`src/rtl/rst_entry_pkg.sv`:
```
package rst_entry_pkg;

    parameter int XLEN    = 32;
    parameter int EVT_W   = 12;
    parameter int IMM_W   = 8;
    parameter int IMM_LSB = 2;

    localparam logic [XLEN-1:0]  HANDLER_VEC = 32'hA000_0000;
    localparam logic [EVT_W-1:0] EVT_POWER   = 12'h000;
    localparam logic [EVT_W-1:0] EVT_MANUAL  = 12'h020;

    typedef enum logic [1:0] {
        SEQ_RUN   = 2'd0,
        SEQ_HOLD  = 2'd1,
        SEQ_ENTER = 2'd2
    } seq_state_e;

    typedef enum logic {
        KIND_POWER  = 1'b0,
        KIND_MANUAL = 1'b1
    } rst_kind_e;

    typedef struct packed {
        logic md;
        logic bl;
        logic rb;
    } sr_upd_t;

    function automatic logic [EVT_W-1:0] evt_for(rst_kind_e k);
        return (k == KIND_POWER) ? EVT_POWER : EVT_MANUAL;
    endfunction

endpackage

```
`src/rtl/rst_seq_fsm.sv`:
```
module rst_seq_fsm
    import rst_entry_pkg::*;
#(
    parameter int EW = EVT_W
) (
    input  logic            clk,
    input  logic            rst,
    input  logic            por_req,
    input  logic            man_req,
    input  logic            bus_busy,
    output logic            enter,
    output rst_kind_e       kind,
    output logic [EW-1:0]   evt_code
);

    seq_state_e state_q, state_d;
    rst_kind_e  kind_q, kind_d;
    logic [EW-1:0] evt_q;

    always_comb begin
        state_d = SEQ_RUN;
        kind_d  = kind_q;
        unique case (state_q)
            SEQ_HOLD: begin
                if (por_req) begin
                    state_d = SEQ_ENTER;
                    kind_d  = KIND_POWER;
                end else if (!bus_busy) begin
                    state_d = SEQ_ENTER;
                    kind_d  = KIND_MANUAL;
                end else begin
                    state_d = SEQ_HOLD;
                end
            end
            default: begin
                if (por_req) begin
                    state_d = SEQ_ENTER;
                    kind_d  = KIND_POWER;
                end else if (man_req) begin
                    state_d = bus_busy ? SEQ_HOLD : SEQ_ENTER;
                    kind_d  = KIND_MANUAL;
                end
            end
        endcase
    end

    always_ff @(posedge clk) begin
        if (rst) begin
            state_q <= SEQ_RUN;
            kind_q  <= KIND_POWER;
            evt_q   <= '0;
        end else begin
            state_q <= state_d;
            kind_q  <= kind_d;
            if (state_d == SEQ_ENTER) begin
                evt_q <= EW'(evt_for(kind_d));
            end
        end
    end

    assign enter    = (state_q == SEQ_ENTER);
    assign kind     = kind_q;
    assign evt_code = evt_q;

endmodule

```
`src/rtl/entry_drive.sv`:
```
module entry_drive
    import rst_entry_pkg::*;
#(
    parameter int              XW  = XLEN,
    parameter logic [XW-1:0]   VEC = HANDLER_VEC
) (
    input  logic          enter,
    input  rst_kind_e     kind,
    output sr_upd_t       sr_upd,
    output logic          sr_we,
    output logic          flush,
    output logic          redir_vld,
    output logic [XW-1:0] redir_pc
);

    always_comb begin
        sr_upd    = '{md: enter, bl: enter, rb: enter};
        sr_we     = enter;
        flush     = enter && (kind == KIND_POWER);
        redir_vld = enter;
        redir_pc  = enter ? VEC : '0;
    end

endmodule

```
`src/rtl/trap_imm_reg.sv`:
```
module trap_imm_reg
    import rst_entry_pkg::*;
#(
    parameter int XW  = XLEN,
    parameter int IW  = IMM_W,
    parameter int LSB = IMM_LSB
) (
    input  logic          clk,
    input  logic          rst,
    input  logic          hw_load,
    input  logic [IW-1:0] hw_imm,
    input  logic          sw_wr,
    input  logic [XW-1:0] sw_data,
    output logic [XW-1:0] rd_data
);

    localparam int TOP = LSB + IW;

    logic [IW-1:0] imm_q;
    logic          unused_sw_bits;

    always_ff @(posedge clk) begin
        if (rst) begin
            imm_q <= '0;
        end else if (hw_load) begin
            imm_q <= hw_imm;
        end else if (sw_wr) begin
            imm_q <= sw_data[LSB +: IW];
        end
    end

    always_comb begin
        rd_data = '0;
        rd_data[LSB +: IW] = imm_q;
    end

    assign unused_sw_bits = ^{sw_data[XW-1:TOP], sw_data[LSB-1:0]};

endmodule

```
`src/rtl/rst_entry_seq.sv`:
```
module rst_entry_seq
    import rst_entry_pkg::*;
#(
    parameter int                XW  = XLEN,
    parameter int                EW  = EVT_W,
    parameter int                IW  = IMM_W,
    parameter int                LSB = IMM_LSB,
    parameter logic [XW-1:0]     VEC = HANDLER_VEC
) (
    input  logic          clk,
    input  logic          rst,
    input  logic          por_req_i,
    input  logic          man_req_i,
    input  logic          bus_busy_i,
    input  logic          trap_exec_i,
    input  logic [IW-1:0] trap_imm_i,
    input  logic          sw_wr_i,
    input  logic [XW-1:0] sw_wdata_i,
    output logic          flush_o,
    output logic          sr_we_o,
    output logic          sr_md_o,
    output logic          sr_bl_o,
    output logic          sr_rb_o,
    output logic [EW-1:0] evt_code_o,
    output logic          redirect_vld_o,
    output logic [XW-1:0] redirect_pc_o,
    output logic [XW-1:0] trap_reg_o
);

    logic      enter;
    rst_kind_e kind;
    sr_upd_t   sr_upd;

    rst_seq_fsm #(.EW(EW)) u_fsm (
        .clk      (clk),
        .rst      (rst),
        .por_req  (por_req_i),
        .man_req  (man_req_i),
        .bus_busy (bus_busy_i),
        .enter    (enter),
        .kind     (kind),
        .evt_code (evt_code_o)
    );

    entry_drive #(.XW(XW), .VEC(VEC)) u_drive (
        .enter     (enter),
        .kind      (kind),
        .sr_upd    (sr_upd),
        .sr_we     (sr_we_o),
        .flush     (flush_o),
        .redir_vld (redirect_vld_o),
        .redir_pc  (redirect_pc_o)
    );

    trap_imm_reg #(.XW(XW), .IW(IW), .LSB(LSB)) u_trap (
        .clk     (clk),
        .rst     (rst),
        .hw_load (trap_exec_i),
        .hw_imm  (trap_imm_i),
        .sw_wr   (sw_wr_i),
        .sw_data (sw_wdata_i),
        .rd_data (trap_reg_o)
    );

    assign sr_md_o = sr_upd.md;
    assign sr_bl_o = sr_upd.bl;
    assign sr_rb_o = sr_upd.rb;

endmodule

```
`config.mk`:
```
export PLATFORM = sky130hd
export DESIGN_NAME = rst_entry_seq
export DESIGN_NICKNAME = d
export VERILOG_FILES = /design/src/rtl/rst_entry_pkg.sv /design/src/rtl/rst_seq_fsm.sv /design/src/rtl/entry_drive.sv /design/src/rtl/trap_imm_reg.sv /design/src/rtl/rst_entry_seq.sv
export SDC_FILE = /design/constraint.sdc
export NUM_CORES = 1
export LEC_CHECK = 0
export ABC_AREA = 1
export BUFFER_PORTS_ARGS = -buffer_cell sky130_fd_sc_hd__buf_2
export CORE_ASPECT_RATIO = 0.5
export CORE_MARGIN = 2
export CORE_UTILIZATION = 33
export DETAILED_ROUTE_END_ITERATION = 12
export PLACE_DENSITY = 0.85
export SLEW_MARGIN = 5
export SYNTH_ARGS = -nofsm -noshare
export SYNTH_HDL_FRONTEND = slang
export SYNTH_SLANG_ARGS = --single-unit
```
`constraint.sdc`:
```
create_clock -name clk -period 1.2 [get_ports clk]
set_input_delay 0.18 -clock clk [delete_from_list [all_inputs] [get_ports clk]]
set_output_delay 0.18 -clock clk [all_outputs]
set_load 0.02 [all_outputs]
```
==> results.yml <==
logic_synthesis:
  ys_seq_area_share_pct: 21.99
  syn_avg_cell_area_um2: 6.957
  synthDistinctLibCells: 13
  yosysWarnings: 0
  ys_ff_latch: 12
  syn_area_um2: 1092
  syn_inst: 157
pwr:
  power_density_nw_per_um2: 1102
  p_leak_nw: 0.7308
  peakVddDrop_mv: 0.2953
global_route:
  antenna_found_initial: 0
  grt_pass1_vias: 568
  grt_pass1_wl_um: 2366
  grt_use_total_pct: 8.019
  grt_start_max_net_pins: 11
  gr-total-overflow: 0
clock_tree:
  clk_pin_slew_ns: 0.05
  htreeDepth: 1
  clockBufferDepth: 2
  clock_insertion_delay_worst_skew_ns: 0.24
  post_cts_resized: 0
  ctsRootBufferMaster: "clkbuf_8"
  cts-hold-fix-buffers: 0
  cts_tree: "yes"
  cts.sinks: 12
  cts_buffers: 3
  cts_setup_buffers: 0
placed_design:
  place_hpwl_um: 1456
  gp_congestion: 0.6769
  port_buffers: 39
  dpl-instance-area_um2: 1036
floorplan:
  initial_core_util_pct: 35.43
  io_pins: 129
  row_count: 14
  coreArea_um2: 3083
  fp.dieH_um: 44.68
  die_x_um: 85.37
  die_area_um2: 3814
detailed_routing:
  wl_per_cell_um: 7.498
  drtPass1Iterations: 4
  via_count: 798
  drc: 0
  avgViaCountPerCell: 3.455
  dr.first_iter.drc_count: 13
  drt_wl_total_um: 1732
  drtAntennaViolNets: 0
worst_hold_path:
  hold_path.class: "input pin to register"
  holdCritStartpoint: "rst"
  min_path_cells: 2
  whs_endpoint: "u_fsm.state_q[1]"
timing:
  fmax_ghz: 0.8663
  rsz0062_at_grt: "no"
  clock_skew_ns: 0.0001864
  hold_violations: 0
  fin_crit_sh_pct: 96.19
  setup_tns_ns: 0
  slew_viol_final: 0
  min_period_ns: 1.154
  finalSetupViolations: 0
critical_path:
  worstPathRequired_ns: 1.02
  cp-end-kind: "output pin"
  reg2reg_depth: 7
  reg2reg_slack_ns: 0.33
  criticalPathCategory: "register to output pin"
  timing.rr.end: "u_fsm.evt_code[5]"
  startpoint_type: "register"
  critPathMaxFanout: 3
  worst_r2r_startpoint: "u_fsm.state_q[1]"
  arrival_ns: 0.97
cells_and_area:
  drive_gt1_share_pct: 24.61
  area_growth_pct: -0.9162
  antenna_cells: 0
  finish.net_count: 240
  finish.instance_area_um2: 1082
status:
  status: "completed"
job:
  maxCapViolCount: 0
[power by group]
group          total (mW)  internal, mW  switching [mW]
Sequential          0.436         0.424          0.0117
Combinational       0.393        0.0814           0.311
Clock               0.364         0.221           0.143
Total                1.19         0.726           0.466
[cells in the mapped netlist]
| library cell | count | area (µm²) |
|---|---|---|
| a21oi_1 | 1 | 5.000 |
| and3_1 | 1 | 6.260 |
| buf_4 | 71 | 533.0 |
| buf_6 | 1 | 11.26 |
| conb_1 | 1 | 3.750 |
| dfxtp_1 | 12 | 240.2 |
| inv_1 | 15 | 56.30 |
| inv_2 | 2 | 7.510 |
| nand2_1 | 37 | 138.9 |
| nand3_1 | 9 | 45.04 |
| nor2_1 | 2 | 7.510 |
| nor2_4 | 2 | 22.52 |
| nor3_1 | 3 | 15.01 |
[metal layers]
layer / global-route usage [%] / wire, µm / up-vias
met5: 0 / 0 / -
met4: 3.810 / 16 / 0
met3: 2.425 / 156 / 2
met2: 15.63 / 933 / 50
met1: 8.102 / 625 / 346
li1: - / - / 400
[critical path, stage by stage, from the launching register on]
cell and delay, ns:
dfxtp_1 0.34, nor3_1 0.20, buf_2 0.20
[logic make-up (layout without fill, tap and decap cells)]
kind of cell    Yosys count  after routing  synth area share [%]
buf+inv                  89             59                 55.67
simple gates             54             54                 21.53
flops                    12             12                 21.99
other cells               1             65                0.3433
compound gates            1              1                0.4578
[worst max path at each step]
stage / start / endpoint / slack [ns] / cells after the start
floorplan: u_fsm.state_q[1] / redirect_pc_o[29] / 0.16 / 3
global placement: u_fsm.state_q[1] / redirect_pc_o[31] / 0.30 / 3
detailed placement: trap_exec_i / u_trap.imm_q[7] / 0.28 / 6
CTS: u_fsm.state_q[1] / redirect_vld_o / 0.02 / 3
global route: u_fsm.state_q[0] / flush_o / 0.02 / 2
finish: u_fsm.state_q[0] / flush_o / 0.05 / 2
[state kept, by name, indices dropped and copies added, names as in the netlist]
signal and cells:
u_fsm.state_q 2, u_fsm.kind 1, u_trap.imm_q 8, u_fsm.evt_code 1
[through the flow]
stage / setup WS, ns / hold slack [ns] / util [%] / cells / power (mW)
2_1_floorplan: 0.1605 / 0.2491 / - / 221 / 0.9302
3_3_place_gp: 0.2959 / 0.3680 / 33.60 / 228 / 0.8272
3_5_place_dp: 0.2759 / 0.3786 / 33.60 / 228 / 0.8321
4_1_cts: 0.02387 / 0.1234 / 34.94 / 231 / 1.205
5_1_grt: 0.01686 / 0.1209 / 35.11 / 231 / 1.267
6_report: 0.04570 / 0.1292 / 35.11 / 231 / 1.192
[area by class of cell]
type | instances | area, µm²
clock buffers | 3 | 41.29
fillers | 330 | 2001
multi-input cells | 120 | 491.7
repair buffers | 39 | 195.2
flip-flops and latches | 12 | 240.2
inverters | 17 | 63.81
well taps | 40 | 50.05
[cells in the final DEF (no fill, tap or decap)]
| cell | synthesis | routed |
|---|---|---|
| nor2_1 | 2 | 1 |
| buf_2 | 0 | 39 |
| nand2_1 | 37 | 37 |
| clkbuf_8 | 0 | 3 |
| conb_1 | 1 | 65 |
| dfxtp_1 | 12 | 12 |
| nor2_4 | 2 | 3 |
| nand3_1 | 9 | 9 |
| inv_2 | 2 | 2 |
| and3_1 | 1 | 1 |
| nor3_1 | 3 | 3 |
| a21oi_1 | 1 | 1 |
| inv_1 | 15 | 15 |
(Power assumes the default switching activity.)
